==> src/rtl/mcs_pkg.sv <==
package mcs_pkg;
  localparam int unsigned STATES    = 6;
  localparam int unsigned PHASES    = 2;
  localparam int unsigned MAXCYC    = 4;
  localparam int unsigned FETCH2_ST = 3;   // S4
  localparam int unsigned SW = $clog2(STATES);
  localparam int unsigned PW = (PHASES > 1) ? $clog2(PHASES) : 1;
  localparam int unsigned CW = $clog2(MAXCYC);

  typedef enum logic [1:0] {
    LEN_ONE  = 2'd0,
    LEN_TWO  = 2'd1,
    LEN_FOUR = 2'd2,
    LEN_FOUR_ALT = 2'd3
  } len_code_e;

  // index of the final machine cycle of an instruction
  function automatic logic [CW-1:0] final_cycle(input logic [1:0] code, input logic ext);
    logic [CW-1:0] r;
    if (ext) r = CW'(1);
    else begin
      case (len_code_e'(code))
        LEN_ONE: r = CW'(0);
        LEN_TWO: r = CW'(1);
        default: r = CW'(MAXCYC - 1);
      endcase
    end
    return r;
  endfunction
endpackage

==> src/rtl/mcs_state_gen.sv <==
module mcs_state_gen
  import mcs_pkg::*;
(
  input  logic          clk,
  input  logic          rst_n,
  output logic [SW-1:0] state,
  output logic [PW-1:0] phase,
  output logic          mc_end
);
  logic last_phase;
  logic last_state;

  assign last_phase = (phase == PW'(PHASES - 1));
  assign last_state = (state == SW'(STATES - 1));
  assign mc_end     = last_phase && last_state;

  always_ff @(posedge clk) begin
    if (!rst_n) begin
      phase <= '0;
      state <= '0;
    end else if (last_phase) begin
      phase <= '0;
      state <= last_state ? '0 : state + SW'(1);
    end else begin
      phase <= phase + PW'(1);
    end
  end
endmodule

==> src/rtl/mcs_cycle_ctr.sv <==
module mcs_cycle_ctr
  import mcs_pkg::*;
(
  input  logic          clk,
  input  logic          rst_n,
  input  logic          mc_end,
  input  logic [1:0]    cyc_code,
  input  logic          need_byte2,
  input  logic          ext_move,
  output logic [CW-1:0] mc_idx,
  output logic          last_mc,
  output logic          need2_q,
  output logic          ext_q
);
  logic [CW-1:0] final_q;

  assign last_mc = (mc_idx == final_q);

  always_ff @(posedge clk) begin
    if (!rst_n) begin
      mc_idx  <= '0;
      final_q <= '0;
      need2_q <= 1'b0;
      ext_q   <= 1'b0;
    end else if (mc_end) begin
      if (last_mc) begin
        mc_idx  <= '0;
        final_q <= final_cycle(cyc_code, ext_move);
        need2_q <= need_byte2;
        ext_q   <= ext_move;
      end else begin
        mc_idx <= mc_idx + CW'(1);
      end
    end
  end
endmodule

==> src/rtl/mcs_strobe_dec.sv <==
module mcs_strobe_dec
  import mcs_pkg::*;
(
  input  logic [SW-1:0] state,
  input  logic [PW-1:0] phase,
  input  logic          mc_end,
  input  logic [CW-1:0] mc_idx,
  input  logic          last_mc,
  input  logic          need2_q,
  input  logic          ext_q,
  output logic          opc_latch,
  output logic          fetch2,
  output logic          pc_inc,
  output logic          mc_pulse,
  output logic          eoi
);
  logic first_mc;
  logic s4_p1;
  logic fetch_skip;

  assign first_mc   = (mc_idx == '0);
  assign s4_p1      = (state == SW'(FETCH2_ST)) && (phase == '0);
  assign fetch_skip = ext_q && (mc_idx == CW'(1));

  always_comb begin
    opc_latch = first_mc && (state == '0) && (phase == '0);
    fetch2    = s4_p1 && !fetch_skip;
    pc_inc    = opc_latch || (fetch2 && first_mc && need2_q);
    mc_pulse  = mc_end;
    eoi       = mc_end && last_mc;
  end
endmodule

==> src/rtl/mcs_sequencer.sv <==
module mcs_sequencer
  import mcs_pkg::*;
(
  input  logic          clk,
  input  logic          rst_n,
  input  logic [1:0]    cyc_code,
  input  logic          need_byte2,
  input  logic          ext_move,
  output logic [SW-1:0] state_o,
  output logic [PW-1:0] phase_o,
  output logic          opc_latch,
  output logic          fetch2,
  output logic          pc_inc,
  output logic          mc_pulse,
  output logic          eoi
);
  logic          mc_end;
  logic [CW-1:0] mc_idx;
  logic          last_mc;
  logic          need2_q;
  logic          ext_q;

  mcs_state_gen i_state (
    .clk    (clk),
    .rst_n  (rst_n),
    .state  (state_o),
    .phase  (phase_o),
    .mc_end (mc_end)
  );

  mcs_cycle_ctr i_cyc (
    .clk        (clk),
    .rst_n      (rst_n),
    .mc_end     (mc_end),
    .cyc_code   (cyc_code),
    .need_byte2 (need_byte2),
    .ext_move   (ext_move),
    .mc_idx     (mc_idx),
    .last_mc    (last_mc),
    .need2_q    (need2_q),
    .ext_q      (ext_q)
  );

  mcs_strobe_dec i_dec (
    .state     (state_o),
    .phase     (phase_o),
    .mc_end    (mc_end),
    .mc_idx    (mc_idx),
    .last_mc   (last_mc),
    .need2_q   (need2_q),
    .ext_q     (ext_q),
    .opc_latch (opc_latch),
    .fetch2    (fetch2),
    .pc_inc    (pc_inc),
    .mc_pulse  (mc_pulse),
    .eoi       (eoi)
  );
endmodule

==> config.mk <==
export PLATFORM = sky130hd
export DESIGN_NAME = mcs_sequencer
export DESIGN_NICKNAME = d
export VERILOG_FILES = /design/src/rtl/mcs_pkg.sv /design/src/rtl/mcs_state_gen.sv /design/src/rtl/mcs_cycle_ctr.sv /design/src/rtl/mcs_strobe_dec.sv /design/src/rtl/mcs_sequencer.sv
export SDC_FILE = /design/constraint.sdc
export NUM_CORES = 1
export LEC_CHECK = 0
export ABC_AREA = 1
export BUFFER_PORTS_ARGS = -buffer_cell sky130_fd_sc_hd__buf_2
export CAP_MARGIN = 20
export CORE_AREA = 4 4 41 43
export DETAILED_ROUTE_END_ITERATION = 10
export DIE_AREA = 0 0 45 47
export GPL_ROUTABILITY_DRIVEN = 0
export GPL_TIMING_DRIVEN = 0
export PLACE_DENSITY_LB_ADDON = 0.3
export SYNTH_ARGS = -nofsm -noshare
export SYNTH_HDL_FRONTEND = slang
export SYNTH_HIERARCHICAL = 1
export SYNTH_SLANG_ARGS = --single-unit
==> constraint.sdc <==
create_clock -name clk -period 2.01 [get_ports clk]
set_input_delay 0.402 -clock clk [delete_from_list [all_inputs] [get_ports clk]]
set_output_delay 0.402 -clock clk [all_outputs]
set_load 0.005 [all_outputs]
==> out/qor.yml, run 1 <==
outcome:
  outcome: "finished clean"
logic_synthesis:
  ys_types: 15
  ys_top_cells_by_area: "dfxtp_1, nand2_1, inv_1"
  syn_avg_cell_area_um2: 5.98
  yosysTopAreaCellShare: 0.356
  yosysMostFrequentCell: "nand2_1"
  synth_area_um2: 562
  syn-instance-count: 94
  ys_ff_latch: 10
  yosys_warnings: 6
  seq_area_frac_synth: 0.356
  synth_nets: 100
  yosysTopAreaCell: "dfxtp_1"
  netlist_top_cells_count: "nand2_1, inv_1, nor2_1, dfxtp_1, nand2_2"
  synth_enable_flop_cells: 0
  synthArstFlopShare: 0
  synth_flop_cell: "dfxtp_1"
sta:
  hold_viol: 0
  finalCritPeriodShare: 0.940
  final.setup_skew_ps: 2.06
  maxSlewHeadroom: 0.671
  rsz0062_at_grt: "no"
  worstMarginPinSlew_ps: 490
  setup_violations: 0
  layout_min_cycle_time_ps: 1890
  finalSetupTns_ps: 0
  fmax_mhz: 529
  slew_violations: 0
layout:
  area_growth_pct: 20.7
  nets: 119
  stdcell_area_um2: 678
  drive_gt1_frac: 0.252
  diodes: 0
  fillers: 146
cts:
  clock_latency_ps: 260
  cts_buffers: 3
  cts.clk_slew.worst_paths_ps: 60
  cts_root_buf: "clkbuf_4"
  postCtsHoldBufs: 0
  htree_levels: 1
  cts_sinks: 10
  clock_path_buffers: 2
  post_cts_buffers: 0
  cts_resized: 1
  cts_tree: "done"
floorplan:
  core_area_um2: 1300
  dieArea_um2: 2120
  die_w_um: 45
  start_util: 0.432
  row_count: 13
  ios: 15
  die_h_um: 47
hold_path:
  hp-class: "in -> reg"
routing:
  via_per_inst: 4.48
  drc: 0
  wl_per_cell_um: 8.91
  via_count: 564
  first_iter_violations: 8
  postRouteAntennaNets: 0
  firstDrtPassIters: 4
  wl_um: 1120
pwr:
  power-per-cell-area_nw_per_um2: 572
  p_leak_nw: 0.383
  peakVddDrop_mv: 0.442
worst_setup_path:
  cp_max_fo: 6
  cp.arrival_ps: 1490
  worstSetupPathType: "reg -> out"
  critPathRequiredTime_ps: 1610
  cp-start-kind: "flip-flop"
  worstSetupEndpointType: "output port"
placed_design:
  place_area_um2: 651
  io_buffers: 14
  dp_hpwl_um: 855
global_route:
  antenna_found_initial: 0
  grt_pass1_wl_um: 1730
  grtUsageTotal: 0.119
  gr-total-overflow: 0
  grt_max_degree: 11
  grt_pass1_vias: 446
run:
  drv_cap: 0
[final timing paths]
check,slack (ps),start,cells past startpoint,end
min,390,need_byte2,3,i_cyc/need2_q$_SDFFE_PN0P_
max,120,i_state/state[0]$_SDFFE_PN0P_,4,mc_pulse
min reg2reg,480,i_state/phase$_SDFF_PP0_,1,i_state/phase$_SDFF_PP0_
max reg2reg,480,i_state/state[0]$_SDFFE_PN0P_,7,i_cyc/mc_idx[1]$_SDFFE_PN0P_
[flip-flops by register name, indices dropped and copies added, names as in the netlist]
register	count
i_cyc/mc_idx	2
i_state/phase	1
i_cyc/ext_q	1
i_state/state	3
i_cyc/final_q	2
i_cyc/need2_q	1
[logic make-up (layout without fill, tap and decap cells)]
kind of cell	after synthesis	count (layout)	share of synthesized area
AND/OR/NAND/NOR	58	58	0.454
buffers and inverters	22	39	0.154
flip-flops	10	10	0.356
AO/OA/AOI/OAI	4	4	0.0356
[power breakdown]
part	internal (W)	switching (W)	total [W]
sequential	0.000204	0.00000773	0.000212
combinational	0.0000217	0.0000267	0.0000484
clock	0.0000686	0.0000590	0.000128
[worst max-delay path, cell delays in order (launching register included)]
cell     delay, ps
dfxtp_1        410
nand2_2        140
nor3_2         400
buf_4          190
buf_2          100
[layout by cell type, fill, tap and decap left out, drive strengths merged]
| cell | instances |
|---|---|
| o21ai | 1 |
| clkbuf | 3 |
| dfxtp | 10 |
| nand2 | 32 |
| nand3 | 3 |
| a21oi | 3 |
| nor3 | 1 |
| nand4 | 1 |
| inv | 21 |
| nor2 | 20 |
| buf | 15 |
| and2 | 1 |
[per-layer routing]
metal / part of all wire / GRT usage / wire length, um
met4: 0.0071 / 0.0351 / 8
met1: 0.43 / 0.113 / 482
met5: 0 / 0 / 0
met3: 0.062 / 0.0690 / 70
met2: 0.50 / 0.218 / 563
[final cells by class]
| type | count | area (um2) | area share |
|---|---|---|---|
| Inverter | 21 | 78.8 | 0.116 |
| Multi-Input combinational cell | 62 | 280 | 0.413 |
| Tap cell | 15 | 18.8 | 0.0277 |
| Buffer | 1 | 7.51 | 0.0111 |
| Sequential cell | 10 | 200 | 0.295 |
| Clock buffer | 3 | 22.5 | 0.0332 |
| Timing Repair Buffer | 14 | 70.1 | 0.103 |
[per-stage QoR]
stage                      util  instances  hold slack (ps)  power, W  worst slack, ps
after detailed placement  0.500        123              465  0.000264              146
after CTS                 0.521        126              398  0.000396              125
final                     0.521        126              391  0.000388              120
after floorplan               -         94              462  0.000242              392
after global routing      0.521        126              418  0.000417             30.0
after global placement    0.500        123              461  0.000262              176
Power figures use the tool's default switching activity.
==> run 2, diff against run 1 <==
--- a/config.mk
+++ b/config.mk
@@ -12,7 +12,6 @@
 export DETAILED_ROUTE_END_ITERATION = 10
 export DIE_AREA = 0 0 45 47
 export GPL_ROUTABILITY_DRIVEN = 0
-export GPL_TIMING_DRIVEN = 0
 export PLACE_DENSITY_LB_ADDON = 0.3
 export SYNTH_ARGS = -nofsm -noshare
 export SYNTH_HDL_FRONTEND = slang
==> out/qor.yml, run 2 (same netlist as run 1, synthesis figures left out) <==
routing:
  postRouteAntennaNets: 0
  drc: 0
  via_per_inst: 4.39
  first_iter_violations: 7
  wl_um: 1070
  via_count: 557
  wl_per_cell_um: 8.43
  firstDrtPassIters: 4
sta:
  layout_min_cycle_time_ps: 1680
  fin_ws_ps: 326
  finalSetupTns_ps: 0
  rsz0062_at_grt: "no"
  finalCritPeriodShare: 0.838
  worstMarginPinSlew_ps: 218
  hold_viol: 0
  final.setup_skew_ps: 0.269
  slew_violations: 0
  maxSlewHeadroom: 0.854
  setup_violations: 0
  fmax_mhz: 594
layout:
  top_regs: "i_state/state x3, i_cyc/final_q x2, i_cyc/mc_idx x2"
  drive_gt1_frac: 0.250
  fin_util: 0.528
  nets: 119
  fin_cells: 127
  final_common_cell: "nand2_1"
  final_cell_mix: "nand2_1, inv_1, nor2_1"
  stdcell_area_um2: 687
  area_growth_pct: 22.3
  largest_register_ffs: 3
  top_register: "i_state/state"
  fillers: 140
  diodes: 0
floorplan:
  die_w_um: 45
  die_h_um: 47
  row_count: 13
  dieArea_um2: 2120
  ios: 15
  core_area_um2: 1300
  start_util: 0.432
hold_path:
  hp-start: "need_byte2"
  min_to: "i_cyc/need2_q$_SDFFE_PN0P_"
  hp-class: "in -> reg"
  holdPathStages: 3
pwr:
  power_frac_clock: 0.411
  internal_power_w: 0.000336
  swShare: 0.234
  power-per-cell-area_nw_per_um2: 638
  power_frac_seq: 0.481
  p_leak_nw: 0.390
  power_switching_w: 0.000103
  pwr-share-comb: 0.108
  peakVddDrop_mv: 0.325
global_route:
  grt_max_degree: 11
  antenna_found_initial: 0
  gr-total-overflow: 0
  grtUsageTotal: 0.128
  grt_pass1_wl_um: 1900
  grt_pass1_vias: 464
worst_setup_path:
  cp.arrival_ps: 1280
  reg2reg_to: "i_cyc/mc_idx[1]$_SDFFE_PN0P_"
  r2r_start: "i_state/state[0]$_SDFFE_PN0P_"
  worstSetupPathType: "reg -> out"
  cp_max_fo: 6
  reg2reg_slack_ps: 710
  worstSetupEndpointType: "output port"
  critPathRequiredTime_ps: 1610
  r2r_cells: 8
  cp-start-kind: "flip-flop"
cts:
  postCtsHoldBufs: 0
  htree_levels: 1
  cts_resized: 0
  clock_latency_ps: 260
  cts_root_buf: "clkbuf_4"
  cts_tree: "done"
  post_cts_buffers: 0
  cts_sinks: 10
  cts_buffers: 3
  cts.clk_slew.worst_paths_ps: 60
  clock_path_buffers: 2
run:
  drv_cap: 0
outcome:
  outcome: "finished clean"
placed_design:
  io_buffers: 14
  place_area_um2: 651
  dp_hpwl_um: 828
  dp.cells: 123
  place_ws_ps: 602
run 2: changes by cell type in the layout (fill, tap and decap cells not counted), sizes merged:
cell | before | now
clkbuf | 3 | 4
run 2: worst max-delay path: stages, from the launching register on:
cell	delay (ps)
dfxtp_1	390
nand2_2	120
nor3_1	140
buf_4	170
nand2_1	50
inv_1	40
buf_2	100
run 2: worst max-delay path by stage:
stage | startpoint | cells past startpoint | end | slack, ps
4_1_cts | i_state/state[0]$_SDFFE_PN0P_ | 6 | eoi | 300
3_5_place_dp | i_state/phase$_SDFF_PP0_ | 6 | eoi | 600
5_1_grt | i_state/phase$_SDFF_PP0_ | 6 | eoi | 220
6_report | i_state/state[0]$_SDFFE_PN0P_ | 6 | eoi | 330
2_1_floorplan | i_state/state[0]$_SDFFE_PN0P_ | 3 | mc_pulse | 390
3_3_place_gp | i_state/state[0]$_SDFFE_PN0P_ | 6 | eoi | 620
run 2: routing by layer:
metal | up-vias | share of wire | GRT usage
li1 | 312 | - | -
met3 | 4 | 0.043 | 0.0345
met5 | - | 0 | 0
met4 | 0 | 0.039 | 0.105
met2 | 10 | 0.47 | 0.195
met1 | 231 | 0.45 | 0.149
run 2: power by group through the flow:
stage | Sequential [W] | Clock, W | Combinational [W]
after floorplan | 0.000215 | 0 | 0.0000263
final | 0.000211 | 0.000180 | 0.0000475
after CTS | 0.000211 | 0.000186 | 0.0000484
after global placement | 0.000215 | 0 | 0.0000479
after detailed placement | 0.000215 | 0 | 0.0000482
after global routing | 0.000212 | 0.000198 | 0.0000562
run 2: layout make-up:
class                      count  area, um2  area share
timing repair buffer          15       77.6       0.113
tap                           15       18.8      0.0273
clock buffer                   4       36.3      0.0528
sequential                    10        200       0.291
inverter                      21       78.8       0.115
multi-input combinational     62        275       0.401
run 2: through the flow:
| stage | power (W) | hold WS, ps |
|---|---|---|
| floorplan | 0.000242 | 462 |
| global placement | 0.000263 | 462 |
| detailed placement | 0.000264 | 473 |
| CTS | 0.000445 | 360 |
| global route | 0.000466 | 367 |
| finish | 0.000438 | 362 |
==> run 3, diff against run 2 <==
==> constraint.sdc (replaced) <==
create_clock -name clk -period 1.7 [get_ports clk]
set_input_delay 0.34 -clock clk [delete_from_list [all_inputs] [get_ports clk]]
set_output_delay 0.34 -clock clk [all_outputs]
set_load 0.005 [all_outputs]
==> out/qor.yml, run 3 (same netlist as run 1, synthesis figures left out) <==
outcome:
  outcome: "finished clean"
worst_setup_path:
  cp_max_fo: 6
  path_common_cell: "inv_1"
  r2r_start: "i_state/state[2]$_SDFFE_PN0P_"
  cp.buffers_inverters: 4
  worstSetupPathType: "reg -> out"
  cpMaxStageDelayCell: "dfxtp_1"
  path_delay_family: "buffers and inverters"
  worstSetupEndpointType: "output port"
  path_cells: "inv_1 > nor3_1 > buf_4 > nand2_1 > inv_1 > buf_2"
  slowest_delay_ps: 390
  critPathRequiredTime_ps: 1360
  r2r_cells: 8
  cp-start-kind: "flip-flop"
  reg2reg_to: "i_cyc/mc_idx[1]$_SDFFE_PN0P_"
  cp.arrival_ps: 1270
  reg2reg_slack_ps: 400
routing:
  firstDrtPassIters: 4
  wl_per_cell_um: 8.28
  wl_um: 1050
  postRouteAntennaNets: 0
  drc: 0
  via_count: 547
  via_per_inst: 4.31
  first_iter_violations: 4
layout:
  area_growth_pct: 22.7
  fin_cells: 127
  drive_gt1_frac: 0.268
  diodes: 0
  final_common_cell: "nand2_1"
  fillers: 151
  top_register: "i_state/state"
  nets: 119
  largest_register_ffs: 3
  final_cell_mix: "nand2_1, inv_1, nor2_1"
  top_regs: "i_state/state x3, i_cyc/final_q x2, i_cyc/mc_idx x2"
global_route:
  grtUsageTotal: 0.124
  grt_pass1_wl_um: 1810
  grt_max_degree: 11
  antenna_found_initial: 0
  gr-total-overflow: 0
  grt_pass1_vias: 465
cts:
  cts_sinks: 10
  htree_levels: 1
  cts_tree: "done"
  cts.clk_slew.worst_paths_ps: 70
  clock_path_buffers: 2
  cts_root_buf: "clkbuf_4"
  postCtsHoldBufs: 0
  clock_latency_ps: 270
  cts_buffers: 3
floorplan:
  ios: 15
  die_w_um: 45
  die_h_um: 47
  row_count: 13
  dieArea_um2: 2120
  core_area_um2: 1300
  start_util: 0.432
sta:
  fmax_mhz: 620
  finalCritPeriodShare: 0.949
  finalSetupTns_ps: 0
  worstMarginPinSlew_ps: 239
  slew_violations: 0
  layout_min_cycle_time_ps: 1610
  hold_viol: 0
  maxSlewHeadroom: 0.841
  rsz0062_at_grt: "no"
  setup_violations: 0
  final.setup_skew_ps: 0.374
pwr:
  peakVddDrop_mv: 0.589
  p_leak_nw: 0.391
  power-per-cell-area_nw_per_um2: 758
hold_path:
  hp-start: "need_byte2"
  hp-class: "in -> reg"
  min_to: "i_cyc/need2_q$_SDFFE_PN0P_"
  holdPathStages: 3
placed_design:
  dp_hpwl_um: 810
  dp.cells: 123
  io_buffers: 14
run:
  drv_cap: 0
-- run 3: per-layer routing --
metal	global-route usage	vias up	part of all wire
li1	-	308	-
met1	0.138	226	0.46
met2	0.195	9	0.46
met3	0.0230	4	0.044
met4	0.123	0	0.034
met5	0	-	0
-- run 3: what timing repair did --
item                                    in CTS  in global routing
hold endpoints to repair                     0                  0
setup buffers                                0                  0
gates resized for setup                      0                  2
endpoints found under the setup margin       0                  1
-- run 3: worst max-delay path by stage --
stage | start | end | depth (start not counted) | slack (ps)
global placement | i_state/state[0]$_SDFFE_PN0P_ | eoi | 6 | 370
detailed placement | i_state/state[0]$_SDFFE_PN0P_ | eoi | 6 | 340
global route | i_state/state[2]$_SDFFE_PN0P_ | eoi | 6 | 5
floorplan | i_state/state[0]$_SDFFE_PN0P_ | i_cyc/mc_idx[1]$_SDFFE_PN0P_ | 7 | 130
finish | i_state/state[2]$_SDFFE_PN0P_ | eoi | 6 | 90
CTS | i_state/state[0]$_SDFFE_PN0P_ | eoi | 6 | 40
-- run 3: report_power, final --
group / switching (W) / internal, W / leakage [nW]
Sequential: 0.00000842 / 0.000242 / 0.0818
Clock: 0.0000861 / 0.000130 / 0.0210
Combinational: 0.0000302 / 0.0000258 / 0.288
-- run 3: area by class of cell --
| class | instances | area (um2) | area share |
|---|---|---|---|
| inverters | 21 | 78.8 | 0.114 |
| repair buffers | 15 | 77.6 | 0.113 |
| flip-flops and latches | 10 | 203 | 0.294 |
| multi-input cells | 62 | 275 | 0.399 |
| well taps | 15 | 18.8 | 0.0272 |
| clock buffers | 4 | 36.3 | 0.0526 |
-- run 3: metrics by stage --
stage	setup WS, ps	area [um2]	util	total power [W]	hold WS [ps]
final	86.3	689	0.530	0.000522	293
after CTS	42.0	687	0.528	0.000532	290
after global placement	368	651	0.500	0.000311	463
after global routing	5.47	689	0.530	0.000552	308
after floorplan	130	562	-	0.000286	447
after detailed placement	339	651	0.500	0.000312	473
-- run 3: worst reg2reg max path: stages (launching register included) --
cell	delay, ps
dfxtp_1	390
inv_1	100
nor3_1	170
buf_4	170
nand2_1	80
o21ai_0	160
a21oi_1	60
nand2_1	50
inv_1	30
